### config.mk
export PLATFORM = sky130hd
export DESIGN_NAME = tlb_fa
export DESIGN_NICKNAME = d
export VERILOG_FILES = /design/src/rtl/tlb_pkg.sv /design/src/rtl/tlb_cam.sv /design/src/rtl/tlb_lru.sv /design/src/rtl/tlb_ctrl.sv /design/src/rtl/tlb_fa.sv
export SDC_FILE = /design/constraint.sdc
export NUM_CORES = 2
export LEC_CHECK = 0
export BUFFER_PORTS_ARGS = -buffer_cell sky130_fd_sc_hd__clkbuf_2
export CORE_MARGIN = 5
export CORE_UTILIZATION = 30
export DETAILED_ROUTE_END_ITERATION = 6
export SKIP_LAST_GASP = 1
export SLEW_MARGIN = 20
export SYNTH_ARGS = -nofsm -noshare
export SYNTH_HDL_FRONTEND = slang
export SYNTH_SLANG_ARGS = --single-unit
export TNS_END_PERCENT = 30
### constraint.sdc
create_clock -name clk -period 5.3 [get_ports clk]
set_input_delay 0 -clock clk [delete_from_list [all_inputs] [get_ports clk]]
set_output_delay 0 -clock clk [all_outputs]
set_load 0.03 [all_outputs]
### src/rtl/tlb_pkg.sv
package tlb_pkg;
    typedef enum logic [1:0] {
        ST_IDLE  = 2'd0,
        ST_WALK  = 2'd1,
        ST_RETRY = 2'd2
    } tlb_state_e;
endpackage

### src/rtl/tlb_cam.sv
module tlb_cam #(
    parameter int VPN_W   = 19,
    parameter int PPN_W   = 19,
    parameter int ENTRIES = 16,
    parameter int IDX_W   = $clog2(ENTRIES)
) (
    input  logic               clk,
    input  logic               rst_n,
    input  logic               flush,
    input  logic [VPN_W-1:0]   look_vpn,
    output logic [ENTRIES-1:0] look_match,
    output logic [PPN_W-1:0]   look_ppn,
    output logic               look_fault,
    input  logic [VPN_W-1:0]   probe_vpn,
    output logic [ENTRIES-1:0] probe_match,
    input  logic               wr_en,
    input  logic [IDX_W-1:0]   wr_idx,
    input  logic [PPN_W-1:0]   wr_ppn,
    input  logic               wr_fault,
    output logic [ENTRIES-1:0] valid_vec
);
    logic [VPN_W-1:0] tag_q   [ENTRIES];
    logic [PPN_W-1:0] ppn_q   [ENTRIES];
    logic             fault_q [ENTRIES];
    logic [ENTRIES-1:0] valid_q;

    assign valid_vec = valid_q;

    for (genvar e = 0; e < ENTRIES; e++) begin : g_ent
        always_ff @(posedge clk) begin
            if (!rst_n) begin
                valid_q[e] <= 1'b0;
                tag_q[e]   <= '0;
                ppn_q[e]   <= '0;
                fault_q[e] <= 1'b0;
            end else if (flush) begin
                valid_q[e] <= 1'b0;
            end else if (wr_en && wr_idx == IDX_W'(e)) begin
                valid_q[e] <= 1'b1;
                tag_q[e]   <= probe_vpn;
                ppn_q[e]   <= wr_ppn;
                fault_q[e] <= wr_fault;
            end
        end
        assign look_match[e]  = valid_q[e] && !flush && (tag_q[e] == look_vpn);
        assign probe_match[e] = valid_q[e] && (tag_q[e] == probe_vpn);
    end

    always_comb begin
        look_ppn   = '0;
        look_fault = 1'b0;
        for (int e = 0; e < ENTRIES; e++) begin
            if (look_match[e]) begin
                look_ppn   = look_ppn | ppn_q[e];
                look_fault = look_fault | fault_q[e];
            end
        end
    end

    a_r4_single_match: assert property (@(posedge clk) disable iff (!rst_n)
        $onehot0(look_match));
    a_r4_single_probe: assert property (@(posedge clk) disable iff (!rst_n)
        $onehot0(probe_match));
endmodule

### src/rtl/tlb_lru.sv
module tlb_lru #(
    parameter int ENTRIES = 16,
    parameter int IDX_W   = $clog2(ENTRIES)
) (
    input  logic               clk,
    input  logic               rst_n,
    input  logic               touch_en,
    input  logic [IDX_W-1:0]   touch_idx,
    input  logic [ENTRIES-1:0] valid_vec,
    output logic [IDX_W-1:0]   victim_idx
);
    localparam logic [IDX_W-1:0] OLDEST = IDX_W'(ENTRIES - 1);

    logic [IDX_W-1:0] age_q [ENTRIES];
    logic [IDX_W-1:0] touched_age;

    assign touched_age = age_q[touch_idx];

    for (genvar e = 0; e < ENTRIES; e++) begin : g_age
        always_ff @(posedge clk) begin
            if (!rst_n) begin
                age_q[e] <= IDX_W'(e);
            end else if (touch_en) begin
                if (touch_idx == IDX_W'(e))
                    age_q[e] <= '0;
                else if (age_q[e] < touched_age)
                    age_q[e] <= age_q[e] + 1'b1;
            end
        end
    end

    always_comb begin
        logic found;
        found      = 1'b0;
        victim_idx = '0;
        for (int e = 0; e < ENTRIES; e++) begin
            if (!valid_vec[e] && !found) begin
                victim_idx = IDX_W'(e);
                found      = 1'b1;
            end
        end
        if (!found) begin
            for (int e = 0; e < ENTRIES; e++) begin
                if (age_q[e] == OLDEST) victim_idx = IDX_W'(e);
            end
        end
    end

    a_r7_touch_youngest: assert property (@(posedge clk) disable iff (!rst_n)
        touch_en |=> age_q[$past(touch_idx)] == '0);
    a_r8_victim_invalid: assert property (@(posedge clk) disable iff (!rst_n)
        (valid_vec != '1) |-> !valid_vec[victim_idx]);
endmodule

### src/rtl/tlb_ctrl.sv
module tlb_ctrl
    import tlb_pkg::*;
#(
    parameter int VPN_W = 19
) (
    input  logic             clk,
    input  logic             rst_n,
    input  logic             flush,
    input  logic             look_req,
    input  logic             look_hit,
    input  logic [VPN_W-1:0] look_vpn,
    input  logic             fill_valid,
    output logic             miss_req,
    output logic [VPN_W-1:0] miss_vpn
);
    tlb_state_e state_q, state_d;
    logic [VPN_W-1:0] vpn_q;
    logic start_walk;

    assign start_walk = look_req && !look_hit && !flush;

    always_comb begin
        state_d = state_q;
        unique case (state_q)
            ST_IDLE, ST_RETRY: begin
                if (flush)           state_d = ST_IDLE;
                else if (start_walk) state_d = ST_WALK;
                else                 state_d = ST_IDLE;
            end
            ST_WALK: begin
                if (flush)           state_d = ST_IDLE;
                else if (fill_valid) state_d = ST_RETRY;
            end
            default:                 state_d = ST_IDLE;
        endcase
    end

    always_ff @(posedge clk) begin
        if (!rst_n) begin
            state_q <= ST_IDLE;
            vpn_q   <= '0;
        end else begin
            state_q <= state_d;
            if (state_q != ST_WALK && start_walk) vpn_q <= look_vpn;
        end
    end

    always_comb begin
        miss_req = 1'b0;
        miss_vpn = vpn_q;
        unique case (state_q)
            ST_WALK:           miss_req = 1'b1;
            ST_IDLE, ST_RETRY: miss_req = 1'b0;
            default:           miss_req = 1'b0;
        endcase
    end

    a_r5_walk_held: assert property (@(posedge clk) disable iff (!rst_n)
        (miss_req && !fill_valid && !flush) |=> (miss_req && $stable(miss_vpn)));
    a_r5_walk_starts: assert property (@(posedge clk) disable iff (!rst_n)
        (!miss_req && look_req && !look_hit && !flush) |=> (miss_req && miss_vpn == $past(look_vpn)));
    a_r6_fill_ends_walk: assert property (@(posedge clk) disable iff (!rst_n)
        (miss_req && fill_valid) |=> !miss_req);
endmodule

### src/rtl/tlb_fa.sv
module tlb_fa #(
    parameter int VA_W      = 32,
    parameter int PA_W      = 32,
    parameter int PAGE_BITS = 13,
    parameter int ENTRIES   = 16,
    localparam int VPN_W    = VA_W - PAGE_BITS,
    localparam int PPN_W    = PA_W - PAGE_BITS
) (
    input  logic             clk,
    input  logic             rst_n,
    input  logic             flush,
    input  logic             lookup_valid,
    input  logic [VPN_W-1:0] lookup_vpn,
    output logic             lookup_hit,
    output logic [PPN_W-1:0] lookup_ppn,
    output logic             lookup_fault,
    output logic             miss_req,
    output logic [VPN_W-1:0] miss_vpn,
    input  logic             fill_valid,
    input  logic [VPN_W-1:0] fill_vpn,
    input  logic [PPN_W-1:0] fill_ppn,
    input  logic             fill_fault
);
    localparam int IDX_W = $clog2(ENTRIES);

    logic [ENTRIES-1:0] look_match, probe_match, valid_vec;
    logic [PPN_W-1:0]   cam_ppn;
    logic               cam_fault;
    logic [IDX_W-1:0]   victim_idx, hit_idx, dup_idx, wr_idx;
    logic               wr_en, touch_en;
    logic [IDX_W-1:0]   touch_idx;

    always_comb begin
        hit_idx = '0;
        dup_idx = '0;
        for (int e = 0; e < ENTRIES; e++) begin
            if (look_match[e])  hit_idx = hit_idx | IDX_W'(e);
            if (probe_match[e]) dup_idx = dup_idx | IDX_W'(e);
        end
    end

    assign lookup_hit   = lookup_valid && (look_match != '0);
    assign lookup_ppn   = lookup_hit ? cam_ppn : '0;
    assign lookup_fault = lookup_hit && cam_fault;

    assign wr_en     = fill_valid && !flush;
    assign wr_idx    = (probe_match != '0) ? dup_idx : victim_idx;
    assign touch_en  = wr_en || lookup_hit;
    assign touch_idx = wr_en ? wr_idx : hit_idx;

    tlb_cam #(.VPN_W(VPN_W), .PPN_W(PPN_W), .ENTRIES(ENTRIES), .IDX_W(IDX_W)) u_cam (
        .clk(clk), .rst_n(rst_n), .flush(flush),
        .look_vpn(lookup_vpn), .look_match(look_match),
        .look_ppn(cam_ppn), .look_fault(cam_fault),
        .probe_vpn(fill_vpn), .probe_match(probe_match),
        .wr_en(wr_en), .wr_idx(wr_idx), .wr_ppn(fill_ppn), .wr_fault(fill_fault),
        .valid_vec(valid_vec)
    );

    tlb_lru #(.ENTRIES(ENTRIES), .IDX_W(IDX_W)) u_lru (
        .clk(clk), .rst_n(rst_n),
        .touch_en(touch_en), .touch_idx(touch_idx),
        .valid_vec(valid_vec), .victim_idx(victim_idx)
    );

    tlb_ctrl #(.VPN_W(VPN_W)) u_ctrl (
        .clk(clk), .rst_n(rst_n), .flush(flush),
        .look_req(lookup_valid), .look_hit(lookup_hit), .look_vpn(lookup_vpn),
        .fill_valid(fill_valid), .miss_req(miss_req), .miss_vpn(miss_vpn)
    );

    a_r9_flush_misses: assert property (@(posedge clk) disable iff (!rst_n)
        flush |-> !lookup_hit);
    a_r9_flush_empties: assert property (@(posedge clk) disable iff (!rst_n)
        flush |=> (valid_vec == '0));
    a_r6_fill_valid_next: assert property (@(posedge clk) disable iff (!rst_n)
        wr_en |=> valid_vec[$past(wr_idx)]);
    a_r2_fault_needs_hit: assert property (@(posedge clk) disable iff (!rst_n)
        lookup_fault |-> lookup_hit);
endmodule

==> results_dict.tcl <==
set metrics [dict create \
    r2r-end "u_lru.age_q[14][2]" \
    grt_max_degree 85 \
    path_class "flop to flop" \
    nNetsFinal 3887 \
    syn2layout_area_growth_pct 17.4 \
    muxShareOfSynthArea 0.0115 \
    cts_tree "done" \
    antenna_left 0 \
    regToRegSetupSlack_ps 180 \
    relSlewSlack 0.224 \
    seq_area_frac_synth 0.538 \
    yosysTopAreaCellShare 0.519 \
    ctsLongestPathBuffers 3 \
    met2_length_um 69800 \
    grt_usage 0.210 \
    routed_via_density 5.69 \
    worstHoldPathType "input pin to flop" \
    top_layer_used "met4" \
    timing.final.crit_share 0.967 \
    fin_skew_ps 45.7 \
    die_y_um 374 \
    drt-total-wl_um 152000 \
    ys_async_sr_fraction 0 \
    crit_end "u_lru.age_q[14][2]" \
    drc 0 \
    drive_gt1_frac 0.152 \
    grt_pass1_vias 30900 \
    cts.clk_slew.worst_paths_ps 60 \
    finalHoldViolCount 0 \
    die_w_um 374 \
    fp.dieArea_sq_um 140000 \
    synth_area_sq_um 39800 \
    synth.net_count 3684 \
    start_util 0.302 \
    cp_slowest_cell "a2111o_1" \
    num_rows 133 \
    wl_met1_um 58100 \
    crit_start "u_cam.valid_vec[0]" \
    worstPathMaxFanout 18 \
    drtIter0Drc 4062 \
    cp_cell_sequence "nand4_1 > a2111o_1 > a31oi_1 > o211ai_1 > a31o_2 > o21ai_2 > nand2_1 > buf_12 > buf_4 > mux2i_1 > nand2_1 > a31oi_1 > a21o_1 > ha_1 > a21oi_1 > nand2_1 > a221oi_1 > nor2_1 > o221ai_1 > buf_4" \
    avgRoutedWirePerCell_um 27.3 \
    grt_first_pass_wirelength_um 218000 \
    cap_violations 0 \
    worst_slack_ps 177 \
    final_util 0.355 \
    cts_htree_levels 3 \
    clock_sink_count 725 \
    worstSkewPairLatency_ps 690 \
    dp_hpwl_um 99000 \
    vias 31800 \
    cpMostUsedCell "nand2_1" \
    ys_types 83 \
    vdd.ir_drop.worst_v 0.000259 \
    tightest_slew_ps 1160 \
    pin_count 104 \
    synth_compound_area_frac 0.0834 \
    outcome "completed" \
    worstPathArrival_ps 5510 \
    syn_inst 3557 \
    p_leak_uw 0.0162 \
    grt_overflow 0 \
    ys.warnings.count 0 \
    critPathRequiredTime_ps 5690 \
    fmax_mhz 195 \
    cp-end-kind "flop" \
    synth_top_family_by_area "simple AND/OR/NAND/NOR gates" \
    reg2reg_from "u_cam.valid_vec[0]" \
    preCtsSetupSlack_ps -64.7 \
    ys_ff_latch 725 \
    ys.flop_type "edfxtp_1" \
    syn_avg_cell_area_sq_um 11.2 \
    n_fill_cell 12800 \
    finalSetupViolCount 0 \
    synth_edf_count 687 \
    cts-buffers-inserted 80 \
    slew_violations 0 \
    slowest_delay_ps 580 \
    r2r_cells 20 \
    synthSimpleGateAreaFrac 0.168 \
    dr.pass1.iters 6 \
    synthAdderAreaFrac 0.0201 \
    synth_xor_xnor_area_share 0.141 \
    cts_root_buf "clkbuf_16" \
    synth_largest_area_cell "edfxtp_1" \
    grt_antenna_before_repair 2 \
    portBuffers 103 \
    synth_area_leaders "edfxtp_1 (52%), xnor2_1 (10%), nor2_1 (5.2%)" \
    fin_crit_ps 5120 \
    powerDensity_nw_per_um2 305 \
    start_kind "flop" \
    core-area_sq_um 132000 \
    routabilityCongestion 0.974 \
    wl_met3_um 16300 \
]
==> registers in the layout (all words and copies together), names as in the netlist <==
register         count
u_cam.tag_q        304
u_cam.valid_vec     16
u_ctrl.state_q       2
u_cam.fault_q       16
u_lru.age_q         64
u_ctrl.miss_vpn     19
u_cam.ppn_q        304
==> worst max-delay path, delay by kind of cell, from the launching register on <==
family / cells / cell delay (ps)
adder cells (fa/ha/maj): 1 / 300
multiplexers: 1 / 180
AO/OA/AOI/OAI: 10 / 2430
buffers and inverters: 3 / 530
AND/OR/NAND/NOR: 5 / 860
flip-flops: 1 / 530
==> worst min-delay path by stage <==
stage            startpoint                   to  slack [ps]  depth (start not counted)
6_report       fill_vpn[13]   u_cam.tag_q[1][89]          60                          3
5_1_grt        fill_vpn[13]   u_cam.tag_q[0][89]          50                          3
4_1_cts        fill_vpn[13]   u_cam.tag_q[1][89]           1                          3
3_5_place_dp     fill_fault  u_cam.fault_q[1][0]         370                          3
3_3_place_gp     fill_fault  u_cam.fault_q[1][0]         340                          3
2_1_floorplan    fill_fault  u_cam.fault_q[1][0]         170                          2
==> layout make-up <==
| type | instances | area, sq um | area share |
|---|---|---|---|
| flip-flops and latches | 725 | 21400 | 0.458 |
| multi-input cells | 2525 | 17200 | 0.369 |
| repair buffers | 396 | 3050 | 0.0652 |
| clock buffers | 106 | 2200 | 0.0472 |
| well taps | 1755 | 2200 | 0.0470 |
| clock inverters | 44 | 514 | 0.0110 |
| inverters | 32 | 120 | 0.00257 |
| diodes | 3 | 7.51 | 0.000161 |
==> layout by cell type (no fill, tap or decap), drive strengths merged, types with 31 or more instances in the layout <==
cell type / count
edfxtp: 687
nor2: 551
xnor2: 463
buf: 267
clkbuf: 208
nand4: 196
and3: 194
xor2: 177
nand2: 128
nor4: 66
ha: 64
a221oi: 62
a22o: 61
nor3: 61
nand3: 53
a22oi: 50
a21oi: 48
a31oi: 42
mux2i: 40
dfxtp: 38
inv: 35
o21ai: 31
==> layer usage <==
| metal | global-route usage | vias up |
|---|---|---|
| met5 | 0 | - |
| met4 | 0.102 | 0 |
| met3 | 0.0449 | 449 |
| met2 | 0.337 | 1986 |
| met1 | 0.270 | 15800 |
| li1 | - | 13500 |
==> metrics by stage <==
stage / hold slack (ps) / cell area, sq um / std cells / setup TNS, ps / power, uW
after detailed placement: 365 / 43600 / 5403 / -258 / 8440
final: 55.4 / 46700 / 5586 / 0 / 14300
after floorplan: 169 / 39800 / 3557 / -23840 / 7770
after CTS: 1.20 / 46600 / 5580 / -65.5 / 14300
after global routing: 45.4 / 46700 / 5583 / -16.3 / 14700
after global placement: 342 / 43600 / 5403 / 0 / 8420
==> cell families after synthesis <==
logic type | after synthesis
simple gates | 1344
mux | 45
xor+xnor | 640
flops | 725
compound gates | 432
fa+ha+maj | 64
buf+inv | 307
==> where the power goes <==
group          internal (uW)  switching (uW)  total (uW)
Combinational            629            1140        1760
Sequential              6470             156        6630
Clock                   3390            2470        5860
==> repair_timing <==
item,in CTS,in global routing
gates resized for setup,1,21
endpoints found under the hold margin,257,0
setup endpoints to repair,8,98
hold buffers,27,0
pin swaps,0,2
setup buffers,0,3
==> synthesized netlist by cell type (9+ instances only) <==
cell        n
o211ai_1   23
edfxtp_1  687
xor2_1    177
a211oi_1   18
clkbuf_1  184
dfxtp_1    38
and2_1     10
nand4_1   195
o31a_1     16
nor4b_1    14
xnor2_1   463
a22o_1     61
nor2_1    550
buf_4      56
or3_1       9
o21ai_0    27
and3_1    194
ha_1       64
inv_1      32
mux2i_1    40
a22oi_1    48
nor2b_1    23
a31oi_1    42
buf_6      19
nor3_1     60
a221oi_1   62
a21oi_1    48
nor4_1     63
o31ai_1     9
nand3_1    53
nand2_1   128
nor3b_1     9
(Power assumes the default switching activity.)
